### config.mk
export PLATFORM = sky130hd
export DESIGN_NAME = dsadc_seq
export DESIGN_NICKNAME = d
export VERILOG_FILES = /design/src/rtl/dsadc_pkg.sv /design/src/rtl/dsadc_phase_ctrl.sv /design/src/rtl/dsadc_disch_cnt.sv /design/src/rtl/dsadc_result_reg.sv /design/src/rtl/dsadc_seq.sv
export SDC_FILE = /design/constraint.sdc
export NUM_CORES = 1
export LEC_CHECK = 0
export ABC_AREA = 1
export BUFFER_PORTS_ARGS = -buffer_cell sky130_fd_sc_hd__buf_2
export CAP_MARGIN = 20
export CORE_UTILIZATION = 45
export DETAILED_ROUTE_END_ITERATION = 16
export HOLD_SLACK_MARGIN = 0.02
export PLACE_DENSITY_LB_ADDON = 0.08
export SYNTH_ARGS = -nofsm -noshare
export SYNTH_HDL_FRONTEND = slang
export SYNTH_HIERARCHICAL = 1
export SYNTH_SLANG_ARGS = --single-unit
export TNS_END_PERCENT = 20
### constraint.sdc
create_clock -name clk -period 6.05 [get_ports clk]
set_input_delay 0.9075 -clock clk [delete_from_list [all_inputs] [get_ports clk]]
set_output_delay 0.9075 -clock clk [all_outputs]
set_load 0.005 [all_outputs]
### src/rtl/dsadc_pkg.sv
package dsadc_pkg;

  typedef enum logic [1:0] {
    PH_NULL  = 2'd0,
    PH_INTEG = 2'd1,
    PH_DISCH = 2'd2,
    PH_DRAIN = 2'd3
  } phase_e;

  function automatic logic [3:0] phase_to_onehot(input phase_e ph);
    logic [3:0] oh;
    oh = 4'b0000;
    oh[ph] = 1'b1;
    return oh;
  endfunction

  function automatic int max3(input int a, input int b, input int c);
    int m;
    m = (a > b) ? a : b;
    return (m > c) ? m : c;
  endfunction

endpackage

### src/rtl/dsadc_phase_ctrl.sv
module dsadc_phase_ctrl
  import dsadc_pkg::*;
#(
  parameter int INT_CLKS     = 10000,
  parameter int ZI_NORM_CLKS = 150,
  parameter int ZI_OVR_CLKS  = 6200,
  parameter int AZ_MIN_CLKS  = 10000,
  parameter int CYCLE_CLKS   = 50000
) (
  input  logic   clk,
  input  logic   rst,
  input  logic   run_i,
  input  logic   cmp_i,
  input  logic   disch_done_i,
  input  logic   disch_over_i,
  output phase_e state_q,
  output phase_e state_d,
  output logic   pol_q,
  output logic   pol_d
);

  localparam int TMR_MAX = max3(INT_CLKS, ZI_OVR_CLKS, max3(ZI_NORM_CLKS, AZ_MIN_CLKS, 1));
  localparam int TMR_W   = $clog2(TMR_MAX + 1);
  localparam int CYC_W   = $clog2(CYCLE_CLKS + 1);

  localparam logic [TMR_W-1:0] INT_LAST  = TMR_W'(INT_CLKS - 1);
  localparam logic [TMR_W-1:0] ZIN_LAST  = TMR_W'(ZI_NORM_CLKS - 1);
  localparam logic [TMR_W-1:0] ZIO_LAST  = TMR_W'(ZI_OVR_CLKS - 1);
  localparam logic [TMR_W-1:0] AZ_LAST   = TMR_W'(AZ_MIN_CLKS - 1);
  localparam logic [TMR_W-1:0] TMR_SAT   = TMR_W'(TMR_MAX);
  localparam logic [CYC_W-1:0] CYC_LAST  = CYC_W'(CYCLE_CLKS - 1);
  localparam logic [CYC_W-1:0] CYC_SAT   = CYC_W'(CYCLE_CLKS);

  logic [TMR_W-1:0] tmr_q;
  logic [CYC_W-1:0] cyc_q;
  logic             long_drain_q;
  logic             drain_end;
  logic             null_end;

  assign drain_end = long_drain_q ? (tmr_q == ZIO_LAST) : (tmr_q == ZIN_LAST);
  assign null_end  = run_i && (tmr_q >= AZ_LAST) && (cyc_q >= CYC_LAST);

  always_comb begin
    state_d = state_q;
    unique case (state_q)
      PH_NULL:  if (null_end)            state_d = PH_INTEG;
      PH_INTEG: if (tmr_q == INT_LAST)   state_d = PH_DISCH;
      PH_DISCH: if (disch_done_i)        state_d = PH_DRAIN;
      PH_DRAIN: if (drain_end)           state_d = PH_NULL;
      default:                           state_d = PH_NULL;
    endcase
  end

  assign pol_d = (state_q == PH_INTEG && state_d == PH_DISCH) ? cmp_i : pol_q;

  always_ff @(posedge clk) begin
    if (rst) begin
      state_q      <= PH_NULL;
      tmr_q        <= '0;
      cyc_q        <= CYC_SAT;
      pol_q        <= 1'b0;
      long_drain_q <= 1'b0;
    end else begin
      state_q <= state_d;
      pol_q   <= pol_d;

      if (state_d != state_q)
        tmr_q <= '0;
      else if (tmr_q != TMR_SAT)
        tmr_q <= tmr_q + 1'b1;

      if (state_q == PH_NULL && state_d == PH_INTEG)
        cyc_q <= '0;
      else if (cyc_q != CYC_SAT)
        cyc_q <= cyc_q + 1'b1;

      if (state_q == PH_DISCH && state_d == PH_DRAIN)
        long_drain_q <= disch_over_i;
    end
  end

endmodule

### src/rtl/dsadc_disch_cnt.sv
module dsadc_disch_cnt #(
  parameter int FULL_SCALE = 20000,
  parameter int CNT_W      = 15
) (
  input  logic             clk,
  input  logic             rst,
  input  logic             active_i,
  input  logic             cmp_i,
  input  logic             pol_i,
  output logic             done_o,
  output logic             over_o,
  output logic [CNT_W-1:0] result_o
);

  localparam logic [CNT_W-1:0] LAST_CNT = CNT_W'(FULL_SCALE);
  localparam logic [CNT_W-1:0] OVR_CNT  = CNT_W'(FULL_SCALE + 1);

  logic [CNT_W-1:0] cnt_q;
  logic             crossed;
  logic             at_last;

  assign crossed  = (cmp_i != pol_i);
  assign at_last  = (cnt_q == LAST_CNT);
  assign done_o   = active_i && (crossed || at_last);
  assign over_o   = active_i && !crossed && at_last;
  assign result_o = over_o ? OVR_CNT : cnt_q;

  always_ff @(posedge clk) begin
    if (rst || !active_i)
      cnt_q <= '0;
    else if (!at_last)
      cnt_q <= cnt_q + 1'b1;
  end

endmodule

### src/rtl/dsadc_result_reg.sv
module dsadc_result_reg #(
  parameter int UNDER_LIM = 1800,
  parameter int CNT_W     = 15
) (
  input  logic             clk,
  input  logic             rst,
  input  logic             capture_i,
  input  logic [CNT_W-1:0] result_i,
  input  logic             over_i,
  input  logic             pol_i,
  output logic             valid_o,
  output logic [CNT_W-1:0] count_o,
  output logic             pol_o,
  output logic             ovr_o,
  output logic             under_o
);

  localparam logic [CNT_W-1:0] UNDER_CNT = CNT_W'(UNDER_LIM);

  logic under_d;
  assign under_d = !over_i && (result_i < UNDER_CNT);

  always_ff @(posedge clk) begin
    if (rst) begin
      valid_o <= 1'b0;
      count_o <= '0;
      pol_o   <= 1'b0;
      ovr_o   <= 1'b0;
      under_o <= 1'b0;
    end else begin
      valid_o <= capture_i;
      if (capture_i) begin
        count_o <= result_i;
        pol_o   <= pol_i;
        ovr_o   <= over_i;
        under_o <= under_d;
      end
    end
  end

endmodule

### src/rtl/dsadc_seq.sv
module dsadc_seq
  import dsadc_pkg::*;
#(
  parameter int FULL_SCALE   = 20000,
  parameter int INT_CLKS     = 10000,
  parameter int UNDER_LIM    = 1800,
  parameter int ZI_NORM_CLKS = 150,
  parameter int ZI_OVR_CLKS  = 6200,
  parameter int AZ_MIN_CLKS  = 10000,
  parameter int CYCLE_CLKS   = 50000,
  parameter int CNT_W        = $clog2(FULL_SCALE + 2)
) (
  input  logic             clk,
  input  logic             rst,
  input  logic             run_i,
  input  logic             cmp_i,
  output logic [3:0]       phase_oh_o,
  output logic             ref_neg_o,
  output logic             busy_o,
  output logic             valid_o,
  output logic [CNT_W-1:0] count_o,
  output logic             pol_o,
  output logic             ovr_o,
  output logic             under_o
);

  phase_e           state_q, state_d;
  logic             pol_q, pol_d;
  logic             disch_done, disch_over;
  logic [CNT_W-1:0] disch_result;

  dsadc_phase_ctrl #(
    .INT_CLKS    (INT_CLKS),
    .ZI_NORM_CLKS(ZI_NORM_CLKS),
    .ZI_OVR_CLKS (ZI_OVR_CLKS),
    .AZ_MIN_CLKS (AZ_MIN_CLKS),
    .CYCLE_CLKS  (CYCLE_CLKS)
  ) u_ctrl (
    .clk         (clk),
    .rst         (rst),
    .run_i       (run_i),
    .cmp_i       (cmp_i),
    .disch_done_i(disch_done),
    .disch_over_i(disch_over),
    .state_q     (state_q),
    .state_d     (state_d),
    .pol_q       (pol_q),
    .pol_d       (pol_d)
  );

  dsadc_disch_cnt #(
    .FULL_SCALE(FULL_SCALE),
    .CNT_W     (CNT_W)
  ) u_cnt (
    .clk     (clk),
    .rst     (rst),
    .active_i(state_q == PH_DISCH),
    .cmp_i   (cmp_i),
    .pol_i   (pol_q),
    .done_o  (disch_done),
    .over_o  (disch_over),
    .result_o(disch_result)
  );

  dsadc_result_reg #(
    .UNDER_LIM(UNDER_LIM),
    .CNT_W    (CNT_W)
  ) u_res (
    .clk      (clk),
    .rst      (rst),
    .capture_i(disch_done),
    .result_i (disch_result),
    .over_i   (disch_over),
    .pol_i    (pol_q),
    .valid_o  (valid_o),
    .count_o  (count_o),
    .pol_o    (pol_o),
    .ovr_o    (ovr_o),
    .under_o  (under_o)
  );

  always_ff @(posedge clk) begin
    if (rst) begin
      phase_oh_o <= phase_to_onehot(PH_NULL);
      busy_o     <= 1'b0;
      ref_neg_o  <= 1'b0;
    end else begin
      phase_oh_o <= phase_to_onehot(state_d);
      busy_o     <= (state_d == PH_INTEG) || (state_d == PH_DISCH);
      ref_neg_o  <= (state_d == PH_DISCH) && pol_d;
    end
  end

endmodule

### Word-level counts from Yosys, hierarchy flattened

Index checks and enable logic that the tools add are counted.

| storage, ports and cells | value |
|---|---|
| register bits after elaboration | 74 |
| input port bits | 4 |
| output and inout port bits | 25 |

| operators by class | value |
|---|---|
| $add $sub $neg | 3 |
| order comparisons | 5 |
| equal/unequal tests | 14 |
| mux-type cells | 12 |
| reductions and logical operators | 21 |

Operator list:

| operator | count |
|---|---|
| two-way mux 16 bit | 2 |
| adder 16 x 1 -> 16 bit, second input constant | 1 |
| greater-or-equal comparator 16 bit, second input constant | 1 |
| != test 16 bit, second input constant | 1 |
| adder 15 x 1 -> 15 bit, second input constant | 1 |
| == test 15 bit, second input constant | 1 |
| less-than comparator 15 x 11 -> 1 bit, second input constant | 1 |
| two-way mux 15 bit | 1 |
| adder 14 x 1 -> 14 bit, second input constant | 1 |
| == test 14 x 13 -> 1 bit, second input constant | 1 |
| == test 14 bit, second input constant | 1 |
| == test 14 x 8 -> 1 bit, second input constant | 1 |
| greater-or-equal comparator 14 bit, second input constant | 1 |
| != test 14 bit, second input constant | 1 |
| logical AND 1 bit | 11 |
| == test 2 bit, second input constant | 4 |
| two-way mux 2 bit | 4 |
| case mux 2 bit (4 select lines) | 1 |
| == test 2 x 1 -> 1 bit, second input constant | 2 |
| OR reduction 2 bit | 2 |
| logical NOT 1 bit | 3 |
| logical OR 1 bit | 3 |
| less-than comparator 2 x 3 -> 1 bit, second input constant | 1 |
| two-way mux 1 bit | 3 |
| other kinds (6) | 6 |

### Logic depth before layout (Yosys ltp)

Gate-level depths: netlist of run 1.

| depth | value |
|---|---|
| word-level depth | 9 |
| gate-level depth with buffers | 16 |
| mapped depth without buffers | 16 |

### Modules after synthesis

Netlist of run 1, hierarchy kept.

By module, submodules not included:

| module | times used | cells each | area each (µm²) | sequential area each (µm²) |
|---|---|---|---|---|
| dsadc_phase_ctrl | 1 | 280 | 1,953.1 | 680.7 |
| dsadc_disch_cnt | 1 | 159 | 979.7 | 300.3 |
| dsadc_result_reg | 1 | 90 | 718.2 | 380.4 |
| dsadc_seq | 1 | 25 | 229.0 | 120.1 |

### Worst setup path after synthesis of run 1

Ideal clock, no wire load.

| path | value |
|---|---|
| kind | input -> register |
| start point | in cmp_i |
| end point | reg phase_oh_o[0] |
| library setup time | 120 ps |
| arrival | 2,430 ps |
| slack | 3,500 ps |
| cell stages on the path | 9 |
| path buffers | 0 |
| cell sequence | xnor2_1 a21oi_1 o21ai_0 nand3_2 nand2_1 inv_1 inv_1 ha_1 or2_1 |

| on the way | value |
|---|---|
| word-level cells in the longest chain between the ends | 9 |

RTL lines:

| item | RTL line | source |
|---|---|---|
| from (decl) | dsadc_seq.sv:16 | `input logic cmp_i,` |
| != test 1 bit (*) | dsadc_disch_cnt.sv:22 | `assign crossed = (cmp_i != pol_i);` |
| logical OR 1 bit (*) | dsadc_disch_cnt.sv:24 | `assign done_o = active_i && (crossed \|\| at_last);` |
| logical AND 1 bit (*) | dsadc_disch_cnt.sv:24 |  |
| named net disch_done | dsadc_seq.sv:29 | `logic disch_done, disch_over;` |
| two-way mux 2 bit (*) | dsadc_phase_ctrl.sv:48 | `PH_DISCH: if (disch_done_i) state_d = PH_DRAIN;` |
| case mux 2 bit (4 select lines) (*) | dsadc_phase_ctrl.sv:45 | `unique case (state_q)` |
| named net state_d[0] | dsadc_seq.sv:27 | `phase_e state_q, state_d;` |
| less-than comparator 2 x 3 -> 1 bit (implied by the code) / greater-or-equal comparator 2 x 1 -> 1 bit (equally long branches) | dsadc_pkg.sv:13 | `oh[ph] = 1'b1;` |
| logical AND 1 bit (implied by the code) | dsadc_pkg.sv:13 |  |
| two-way mux 1 bit (implied by the code) | dsadc_pkg.sv:13 |  |
| demux 1 bit (select 2 bit) (*) | dsadc_pkg.sv:13 |  |
| to (signal assigned) | dsadc_seq.sv:84 | `phase_oh_o <= phase_to_onehot(PH_NULL);` |
| to (signal assigned) | dsadc_seq.sv:88 | `phase_oh_o <= phase_to_onehot(state_d);` |
| to (decl) | dsadc_seq.sv:17 | `output logic [3:0] phase_oh_o,` |

Mark *: on every way through the listed nets, which the timed path passes. The rest lies on a longest branch.
A chain may end at the register's enable or synchronous reset.

### Worst setup path after layout of run 1

| path | value |
|---|---|
| start point | reg u_cnt.cnt_q[0] |
| end point | reg phase_oh_o[0] |

| on the way | value |
|---|---|
| word-level cells in the longest chain between the ends | 9 |

RTL lines:

| item | RTL line | source |
|---|---|---|
| from (decl) | dsadc_disch_cnt.sv:18 | `logic [CNT_W-1:0] cnt_q;` |
| from (signal assigned) | dsadc_disch_cnt.sv:32 | `cnt_q <= cnt_q + 1'b1;` |
| == test 15 bit (*) | dsadc_disch_cnt.sv:23 | `assign at_last = (cnt_q == LAST_CNT);` |
| logical OR 1 bit (*) | dsadc_disch_cnt.sv:24 |  |
| logical AND 1 bit (*) | dsadc_disch_cnt.sv:24 |  |
| named net disch_done | dsadc_seq.sv:29 |  |
| two-way mux 2 bit (*) | dsadc_phase_ctrl.sv:48 |  |
| case mux 2 bit (4 select lines) (*) | dsadc_phase_ctrl.sv:45 |  |
| named net state_d[0] | dsadc_seq.sv:27 |  |
| less-than comparator 2 x 3 -> 1 bit (implied by the code) / greater-or-equal comparator 2 x 1 -> 1 bit (equally long branches) | dsadc_pkg.sv:13 |  |
| logical AND 1 bit (implied by the code) | dsadc_pkg.sv:13 |  |
| two-way mux 1 bit (implied by the code) | dsadc_pkg.sv:13 |  |
| demux 1 bit (select 2 bit) (*) | dsadc_pkg.sv:13 |  |

Marked as above.

==> results of run 1 <==
[synthesized netlist by cell type]
cell        n
o21ai_0    25
nor4_1      2
clkinv_1    2
nand2_1    86
nand3_2     8
nand3_1    25
dfxtp_1    74
nand2_2     6
nor2_1    107
a21oi_2     1
o21ai_1    10
nand2_4     1
nor2_4      2
nor2_2     22
xor2_1     17
buf_2       2
a21oi_1    17
nand3_4     1
inv_1      80
buf_12      1
or2_1       1
buf_6       3
clkbuf_4    1
clkbuf_8    1
nor3_1     11
inv_2       5
nand4_1     8
clkbuf_1   11
o21ai_2     4
ha_1       10
xnor2_1    10
[routing by layer]
layer | global-route usage | up-vias
met5 | 0 | -
met4 | 0.0745 | 0
met3 | 0.0403 | 7
met2 | 0.317 | 49
met1 | 0.237 | 1461
li1 | - | 1747
[layout make-up]
cell class	instances	area [um^2]
multi-input combinational	374	1950
fill	820	4040
inverter	87	327
clock inverter	5	77.6
timing repair buffer	29	148
tap	105	131
sequential	74	1480
clock buffer	11	141
[critical path, cell delays in order, from the launching register on]
cell and delay, ps:
dfxtp_1 340, inv_1 120, ha_1 200, nand2_1 60
inv_1 60, nand2_1 80, nor2_2 150, nand2_2 90
a21oi_2 140, o21ai_0 120, nand3_2 140, nand2_1 80
inv_1 100, inv_1 70, ha_1 180, or2_1 220
[cells by family after synthesis]
family / after synthesis / synth area share
compound gates: 57 / 0.0784
xor+xnor: 27 / 0.0609
fa+ha+maj: 10 / 0.0322
buf+inv: 106 / 0.117
flops: 74 / 0.382
simple gates: 280 / 0.330
[power breakdown]
group          switching, mW  total (mW)  internal [mW]
combinational         0.0259      0.0402         0.0143
sequential           0.00571       0.498          0.492
clock                  0.180       0.423          0.242
total                  0.212       0.961          0.749
[state kept, by name (all words and copies together), names as in the netlist]
register and flops:
u_res/count_o 15, u_ctrl/long_drain_q 1, u_res/under_o 1, busy_o 1, u_res/valid_o 1, u_res/ovr_o 1, phase_oh_o 4, ref_neg_o 1
u_cnt/cnt_q 15, u_ctrl/cyc_q 16, u_ctrl/state_q 2, u_ctrl/pol_q 1, u_res/pol_o 1, u_ctrl/tmr_q 14
[final timing paths]
kind                                 start                             to  slack, ps  depth (start not counted)
max reg2reg    u_cnt/cnt_q[0]$_SDFFE_PP0P_       phase_oh_o[0]$_SDFF_PP1_       3810                         15
max            u_cnt/cnt_q[0]$_SDFFE_PP0P_       phase_oh_o[0]$_SDFF_PP1_       3810                         15
min reg2reg  u_res/count_o[6]$_SDFFE_PP0P_  u_res/count_o[6]$_SDFFE_PP0P_        490                          2
min          u_res/count_o[6]$_SDFFE_PP0P_  u_res/count_o[6]$_SDFFE_PP0P_        490                          2
==> impl_metrics.env, run 1 <==
export IMPL_synth_top_cell_area_share=0.382
export IMPL_status="complete, no violations"
export IMPL_grt_max_degree=27
export IMPL_synthesis_nets=568
export IMPL_critPathCaptureType="flip-flop"
export IMPL_place_ws_ps=3630
export IMPL_required_ps=6280
export IMPL_dp_cells=669
export IMPL_cts_tree="built"
export IMPL_syn2layout_area_growth_pct=9.67
export IMPL_row_count=33
export IMPL_die_width_um=94.9
export IMPL_final_util=0.513
export IMPL_ys_types=31
export IMPL_dieArea_um2=9000
export IMPL_met1_length_um=3810
export IMPL_hp_class="flip-flop to flip-flop"
export IMPL_critPathLaunchType="flip-flop"
export IMPL_wirelength_um=7870
export IMPL_maxCapViolations=0
export IMPL_ys_seq_area_frac=0.382
export IMPL_final_hold_viol_count=0
export IMPL_ctsRootBufferMaster="clkbuf_8"
export IMPL_final_cells=685
export IMPL_gr_total_overflow=0
export IMPL_detail_route_first_pass_iterations=5
export IMPL_post_synth_top_area_cell="dfxtp_1"
export IMPL_antenna_left=0
export IMPL_arrival_ps=2470
export IMPL_vias=3264
export IMPL_power_density_nw_per_um2=226
export IMPL_fin_worst_skew_ps=7.09
export IMPL_insertedDiodeCount=0
export IMPL_final_common_cell="nor2_1"
export IMPL_tightest_slew_ps=830
export IMPL_period_minus_slack_ps=2240
export IMPL_wl_met3_um=260
export IMPL_dp_hpwl_um=5680
export IMPL_tritoncts_num_buffers=9
export IMPL_routed_top_layer="met4"
export IMPL_avgRoutedWirePerCell_um=11.5
export IMPL_fin_tns_setup_ps=0
export IMPL_layout_common_cells="107 x nor2_1, 86 x nand2_1, 80 x inv_1"
export IMPL_fin_crit_sh=0.371
export IMPL_ir_drop_mv=0.0924
export IMPL_final_area_um2=4260
export IMPL_ys_ff_latch=74
export IMPL_grt_pass1_wl_um=13500
export IMPL_setup_violations=0
export IMPL_io_pins=29
export IMPL_slew_headroom=0.445
export IMPL_grt_usage=0.190
export IMPL_nNetsFinal=589
export IMPL_max_freq_mhz=446
export IMPL_initial_core_util=0.468
export IMPL_port_buffers=28
export IMPL_die_y_um=94.9
export IMPL_dpl_cell_area_um2=4040
export IMPL_worstSkewPairLatency_ps=340
export IMPL_ctsHtreeMaxLevel=3
export IMPL_worst_slack_ps=3810
export IMPL_place_gp_congestion=0.852
export IMPL_totalPowerFinal_uw=961
export IMPL_antenna_found_initial=0
export IMPL_drc=0
export IMPL_ctsHoldBuffers=0
export IMPL_cts_sinks=74
export IMPL_syn_inst=554
export IMPL_synth_area_um2=3880
export IMPL_wl_met2_um=3730
export IMPL_drt_initial_drc_count=91
export IMPL_cts_setup_buffers=0
export IMPL_synth_warnings=6
export IMPL_synth_area_per_cell_um2=7.00
export IMPL_grt_pass1_vias=3026
export IMPL_criticalPathCategory="flip-flop to flip-flop"
export IMPL_clk_pin_slew_worst_paths_ps=80
export IMPL_finalHoldWorstSlack_ps=486
export IMPL_drv_slew=0
export IMPL_cts_resized=0
export IMPL_viasPerCell=4.76
export IMPL_core_area_um2=8300
export IMPL_leakage_nw=1.81
export IMPL_synth_area_leaders="dfxtp_1 38%, nor2_1 10%, nand2_1 8.3%"
export IMPL_rsz0062_at_grt="false"
export IMPL_drive_above_1_share=0.164
export IMPL_clockBufferDepth=2
export IMPL_path_max_fanout=4
No activity file was read; power rests on OpenSTA's default activity.
==> run 2, diff against run 1 <==
Settings changed: ABC_AREA 1 to 0.
Clock period 6.05 ns to 2.01 ns, I/O delays scaled along.
==> impl_metrics.env, run 2 <==
export IMPL_status="complete, but fails checks"
export IMPL_failed_checks="negative setup slack"
export IMPL_synthFlopType="dfxtp_1"
export IMPL_synth_area_leaders="dfxtp_1 40%, mux2i_1 6.5%, xor2_1 4.5%"
export IMPL_viasPerCell=5.13
export IMPL_hold_path_depth=2
export IMPL_antenna_found_initial=0
export IMPL_detail_route_first_pass_iterations=4
export IMPL_nNetsFinal=502
export IMPL_hold_path_end="u_res/count_o[0]$_SDFFE_PP0P_"
export IMPL_reg_top3="u_ctrl/cyc_q (16), u_cnt/cnt_q (15), u_res/count_o (15)"
export IMPL_io_pins=29
export IMPL_ys_seq_area_frac=0.403
export IMPL_ys_types=61
export IMPL_dieArea_um2=8530
export IMPL_place_gp_congestion=0.762
export IMPL_layout_common_cells="72 x buf_4, 71 x dfxtp_1, 43 x nor2_1"
export IMPL_port_buffers=28
export IMPL_synthesis_nets=416
export IMPL_post_synth_top_area_cell="dfxtp_1"
export IMPL_criticalPathCategory="flip-flop to flip-flop"
export IMPL_die_y_um=92.4
export IMPL_rr_worst_depth=8
export IMPL_final_common_cell="buf_4"
export IMPL_r2r_start="u_cnt/cnt_q[6]$_SDFFE_PP0P_"
export IMPL_synth_edf_count=0
export IMPL_finalHoldWorstSlack_ps=307
export IMPL_wirelength_um=8010
export IMPL_vias=3054
export IMPL_path_max_fanout=2
export IMPL_antenna_left=0
export IMPL_max_freq_mhz=456
export IMPL_critPathLaunchType="flip-flop"
export IMPL_cts_sinks=74
export IMPL_cts_tree="built"
export IMPL_synth_warnings=6
export IMPL_ir_drop_mv=0.359
export IMPL_gr_total_overflow=0
export IMPL_critPathCaptureType="flip-flop"
export IMPL_ctsHtreeMaxLevel=3
export IMPL_synth_top_cell_area_share=0.403
export IMPL_drc=0
export IMPL_synth_area_um2=3670
export IMPL_syn_inst=402
export IMPL_core_area_um2=7810
export IMPL_top_register="u_ctrl/cyc_q"
export IMPL_final_hold_viol_count=0
export IMPL_tightest_slew_ps=431
export IMPL_syn2layout_area_growth_pct=25.7
export IMPL_largest_register_ff_count=16
export IMPL_arrival_ps=2420
export IMPL_avgRoutedWirePerCell_um=13.5
export IMPL_row_count=32
export IMPL_slew_headroom=0.711
export IMPL_synthMostInstantiatedCell="dfxtp_1"
export IMPL_async_flop_share=0
export IMPL_r2r_end="busy_o$_SDFF_PP0_"
export IMPL_grt_pass1_vias=2932
export IMPL_synth_common_cells="74 x dfxtp_1, 43 x nor2_1, 24 x mux2i_1, 24 x nand2_1, 21 x nand3_1"
export IMPL_ys_ff_latch=74
export IMPL_ctsRootBufferMaster="clkbuf_8"
export IMPL_place_ws_ps=-244
export IMPL_clockBufferDepth=2
export IMPL_synth_area_per_cell_um2=9.14
export IMPL_cts_setup_buffers=0
export IMPL_path_cells="or4b_4 -> nor4_4 -> o21a_1 -> nor2_1 -> o221ai_2 -> inv_2 -> ha_4 -> and2b_2"
export IMPL_nFillCells=735
export IMPL_grt_pass1_wl_um=13700
export IMPL_hp_class="input port to flip-flop"
export IMPL_die_width_um=92.4
export IMPL_grt_max_degree=24
export IMPL_tritoncts_num_buffers=9
export IMPL_drt_initial_drc_count=67
export IMPL_multiInputGateArea_um2=2010
export IMPL_min_from="rst"
export IMPL_clk_pin_slew_worst_paths_ps=80
export IMPL_max_stage_delay_ps=550
export IMPL_maxCapViolations=0
export IMPL_seq_area_um2=1490
export IMPL_worstSkewPairLatency_ps=340
export IMPL_insertedDiodeCount=0
export IMPL_grt_usage=0.200
export IMPL_dp_cells=579
export IMPL_setup_violations=35
export IMPL_fin_worst_skew_ps=8.69
export IMPL_final_cells=595
export IMPL_totalPowerFinal_mw=2.79
export IMPL_drv_slew=0
export IMPL_drive_above_1_share=0.310
export IMPL_required_ps=2240
export IMPL_fin_crit_sh=1.09
export IMPL_worst_slack_ps=-184
export IMPL_power_density_nw_per_um2=603
export IMPL_rsz0062_at_grt="true"
export IMPL_crit_slowest_cell="or4b_4"
export IMPL_period_minus_slack_ps=2190
export IMPL_leakage_nw=1.86
export IMPL_dp_hpwl_um=5930
export IMPL_reg2reg_slack_ps=-180
export IMPL_initial_core_util=0.471
## run 2: where the power goes
part,leakage [nW],internal [mW],switching (mW)
clock,0.102,0.646,0.566
sequential,0.598,1.47,0.00446
combinational,1.16,0.0446,0.0524
total,1.86,2.16,0.623
## run 2: repair_timing
action	4_1_cts	5_1_grt
hold buffers	0	0
setup endpoints to repair	39	44
pin swaps	7	2
cloned	0	0
gates resized for setup	5	3
## run 2: metal layers
layer / wire, um / GRT usage
met5: 0 / 0
met4: 128 / 0.0625
met3: 184 / 0.0402
met2: 3900 / 0.338
met1: 3800 / 0.257
## run 2: how the worst max path moves through the flow
stage	slack, ps	depth (start not counted)	endpoint	startpoint
after CTS	-240	8	ref_neg_o$_SDFF_PP0_	u_cnt/cnt_q[6]$_SDFFE_PP0P_
after global placement	-170	10	busy_o$_SDFF_PP0_	u_cnt/cnt_q[0]$_SDFFE_PP0P_
final	-180	8	busy_o$_SDFF_PP0_	u_cnt/cnt_q[6]$_SDFFE_PP0P_
after detailed placement	-240	10	busy_o$_SDFF_PP0_	u_cnt/cnt_q[0]$_SDFFE_PP0P_
after global routing	-290	9	u_ctrl/tmr_q[12]$_SDFFE_PP0P_	u_cnt/cnt_q[6]$_SDFFE_PP0P_
after floorplan	-380	10	busy_o$_SDFF_PP0_	u_cnt/cnt_q[0]$_SDFFE_PP0P_
## run 2: layout make-up
class / instances / area share
flip-flops and latches: 74 / 0.322
multi-input cells: 284 / 0.435
clock buffers: 11 / 0.0328
well taps: 102 / 0.0276
clock inverters: 5 / 0.0135
inverters: 17 / 0.0138
repair buffers: 102 / 0.156
## run 2: worst max-delay path, delay by kind of cell, from the launching register on
| family | cells | cell delay (ps) |
|---|---|---|
| fa+ha+maj | 1 | 210 |
| buf+inv | 1 | 90 |
| compound gates | 2 | 380 |
| flops | 1 | 320 |
| simple gates | 4 | 1080 |
## run 2: cell families (layout without fill, tap and decap cells)
group / Yosys count / in the layout / synth area share
compound gates: 42 / 42 / 0.0756
xor+xnor: 28 / 28 / 0.0668
fa+ha+maj: 10 / 10 / 0.0341
buf+inv: 44 / 135 / 0.0599
flops: 74 / 74 / 0.403
mux: 26 / 26 / 0.0725
simple gates: 178 / 178 / 0.288
## run 2: stage by stage
stage               instance area (um^2)  TNS (ps)  utilization
floorplan                           3690     -5430            -
global placement                    4380     -2490        0.561
detailed placement                  4380     -3560        0.561
CTS                                 4610     -4180        0.590
global route                        4620     -7370        0.592
finish                              4620     -3020        0.592
==> run 3, diff against run 2 <==
Settings changed: CORE_UTILIZATION 45 to 33.
==> impl_metrics.env, run 3 (synthesis results as in run 2) <==
export IMPL_vias=3091
export IMPL_final_common_cell="buf_4"
export IMPL_insertedDiodeCount=0
export IMPL_power_density_nw_per_um2=612
export IMPL_worstSetupEndpoint="ref_neg_o$_SDFF_PP0_"
export IMPL_crit_slowest_cell="or4b_4"
export IMPL_cp_startpoint="u_cnt/cnt_q[4]$_SDFFE_PP0P_"
export IMPL_nFillCells=1108
export IMPL_antenna_found_initial=0
export IMPL_required_ps=2270
export IMPL_grt_pass1_wl_um=15000
export IMPL_maxCapViolations=0
export IMPL_nNetsFinal=511
export IMPL_seq_area_um2=1490
export IMPL_drv_slew=0
export IMPL_gr_total_overflow=0
export IMPL_criticalPathCategory="flip-flop to flip-flop"
export IMPL_period_minus_slack_ps=2190
export IMPL_worstSkewPairLatency_ps=360
export IMPL_multiInputGateArea_um2=2020
export IMPL_reg_top3="u_ctrl/cyc_q (16), u_cnt/cnt_q (15), u_res/count_o (15)"
export IMPL_antenna_left=0
export IMPL_tightest_slew_ps=433
export IMPL_dieArea_um2=11600
export IMPL_max_stage_delay_ps=560
export IMPL_place_ws_ps=-242
export IMPL_dp_hpwl_um=6580
export IMPL_failed_checks="negative setup slack"
export IMPL_rsz0062_at_grt="true"
export IMPL_dpl_cell_area_um2=4470
export IMPL_worst_slack_ps=-176
export IMPL_slew_headroom=0.709
export IMPL_max_freq_mhz=457
export IMPL_row_count=38
export IMPL_final_util=0.441
export IMPL_place_gp_congestion=0.790
export IMPL_layout_common_cells="80 x buf_4, 71 x dfxtp_1, 42 x nor2_1"
export IMPL_path_cells="or4b_4 -> nor4_4 -> o21a_1 -> nor2_2 -> o221ai_2 -> inv_2 -> ha_2 -> and3b_2"
export IMPL_io_pins=29
export IMPL_crit_buf_inv=1
export IMPL_ctsRootBufferMaster="clkbuf_8"
export IMPL_status="complete, but fails checks"
export IMPL_wirelength_um=8950
export IMPL_port_buffers=28
export IMPL_die_width_um=108
export IMPL_final_area_um2=4780
export IMPL_drt_initial_drc_count=106
export IMPL_rr_worst_depth=8
export IMPL_fin_worst_skew_ps=9.04
export IMPL_r2r_start="u_cnt/cnt_q[4]$_SDFFE_PP0P_"
export IMPL_final_hold_viol_count=0
export IMPL_avgRoutedWirePerCell_um=13.9
export IMPL_ctsHtreeMaxLevel=3
export IMPL_syn2layout_area_growth_pct=30.0
export IMPL_grt_pass1_vias=3060
export IMPL_detail_route_first_pass_iterations=4
export IMPL_cts_tree="built"
export IMPL_cts_sinks=74
export IMPL_clk_pin_slew_worst_paths_ps=80
export IMPL_critPathTopFamily="simple AND/OR/NAND/NOR gates"
export IMPL_critPathLaunchType="flip-flop"
export IMPL_drive_above_1_share=0.325
export IMPL_tritoncts_num_buffers=9
export IMPL_leakage_nw=1.92
export IMPL_path_max_fanout=3
export IMPL_worst_path_stages=8
export IMPL_core_area_um2=10800
export IMPL_setup_violations=39
export IMPL_drc=0
export IMPL_r2r_end="ref_neg_o$_SDFF_PP0_"
export IMPL_critPathCaptureType="flip-flop"
export IMPL_clockBufferDepth=2
export IMPL_ir_drop_mv=0.403
export IMPL_grt_usage=0.169
export IMPL_hp_class="input port to flip-flop"
export IMPL_largest_register_ff_count=16
export IMPL_viasPerCell=4.81
export IMPL_initial_core_util=0.339
export IMPL_arrival_ps=2440
export IMPL_fin_crit_sh=1.09
export IMPL_die_y_um=108
export IMPL_top_register="u_ctrl/cyc_q"
export IMPL_reg2reg_slack_ps=-180
export IMPL_grt_max_degree=22
run 3: changes by cell type in the layout (fill, tap and decap cells not counted), moves of 2 or more:
cell	before	now
o21ai_1	2	4
clkinvlp_4	2	0
o21ai_0	4	2
buf_4	72	80
run 3: per-layer routing:
layer | vias to the layer above | part of all wire | GRT usage
met2 | 20 | 0.48 | 0.284
met4 | 0 | 0.019 | 0.0705
met5 | - | 0 | 0
met1 | 1472 | 0.48 | 0.209
met3 | 13 | 0.019 | 0.0363
li1 | 1586 | - | -
run 3: repair_timing:
item / CTS / global route
setup endpoints to repair: 39 / 42
gates cloned: 1 / 0
gates resized for setup: 15 / 1
hold buffers: 0 / 0
pin swaps: 9 / 1
setup buffers: 1 / 0
run 3: area by class of cell:
class	instances	share of cell area
Multi-Input combinational cell	284	0.422
Inverter	17	0.0134
Sequential cell	74	0.311
Clock buffer	12	0.0325
Tap cell	140	0.0367
Timing Repair Buffer	111	0.169
Clock inverter	4	0.0155
run 3: worst reg2reg max path, stage by stage, from the launching register on:
cell and delay, ps:
dfxtp_2 320, or4b_4 560, nor4_4 310, o21a_1 200
nor2_2 50, o221ai_2 180, inv_2 90, ha_2 190
and3b_2 190
run 3: worst min path at each step:
| stage | from | end | cells after the start |
|---|---|---|---|
| 6_report | cmp_i | u_ctrl/pol_q$_SDFF_PP0_ | 3 |
| 5_1_grt | cmp_i | u_ctrl/pol_q$_SDFF_PP0_ | 3 |
| 4_1_cts | cmp_i | u_ctrl/pol_q$_SDFF_PP0_ | 3 |
| 3_5_place_dp | u_res/under_o$_SDFFE_PP0P_ | u_res/under_o$_SDFFE_PP0P_ | 2 |
| 3_3_place_gp | u_res/under_o$_SDFFE_PP0P_ | u_res/under_o$_SDFFE_PP0P_ | 2 |
| 2_1_floorplan | rst | u_ctrl/pol_q$_SDFF_PP0_ | 1 |
run 3: stage by stage:
| step | hold WS [ps] | total power [mW] | cells | setup TNS, ps |
|---|---|---|---|---|
| after floorplan | 373 | 1.57 | 402 | -5430 |
| after global placement | 450 | 1.62 | 624 | -3730 |
| after detailed placement | 459 | 1.62 | 624 | -4780 |
| after CTS | 308 | 2.97 | 642 | -4280 |
| after global routing | 348 | 3.04 | 642 | -8560 |
| final | 327 | 2.92 | 642 | -4100 |
run 3: power by group:
part / internal, mW / leakage, nW / switching [mW]
Combinational: 0.0518 / 1.21 / 0.0557
Clock: 0.768 / 0.117 / 0.570
Sequential: 1.47 / 0.598 / 0.00429
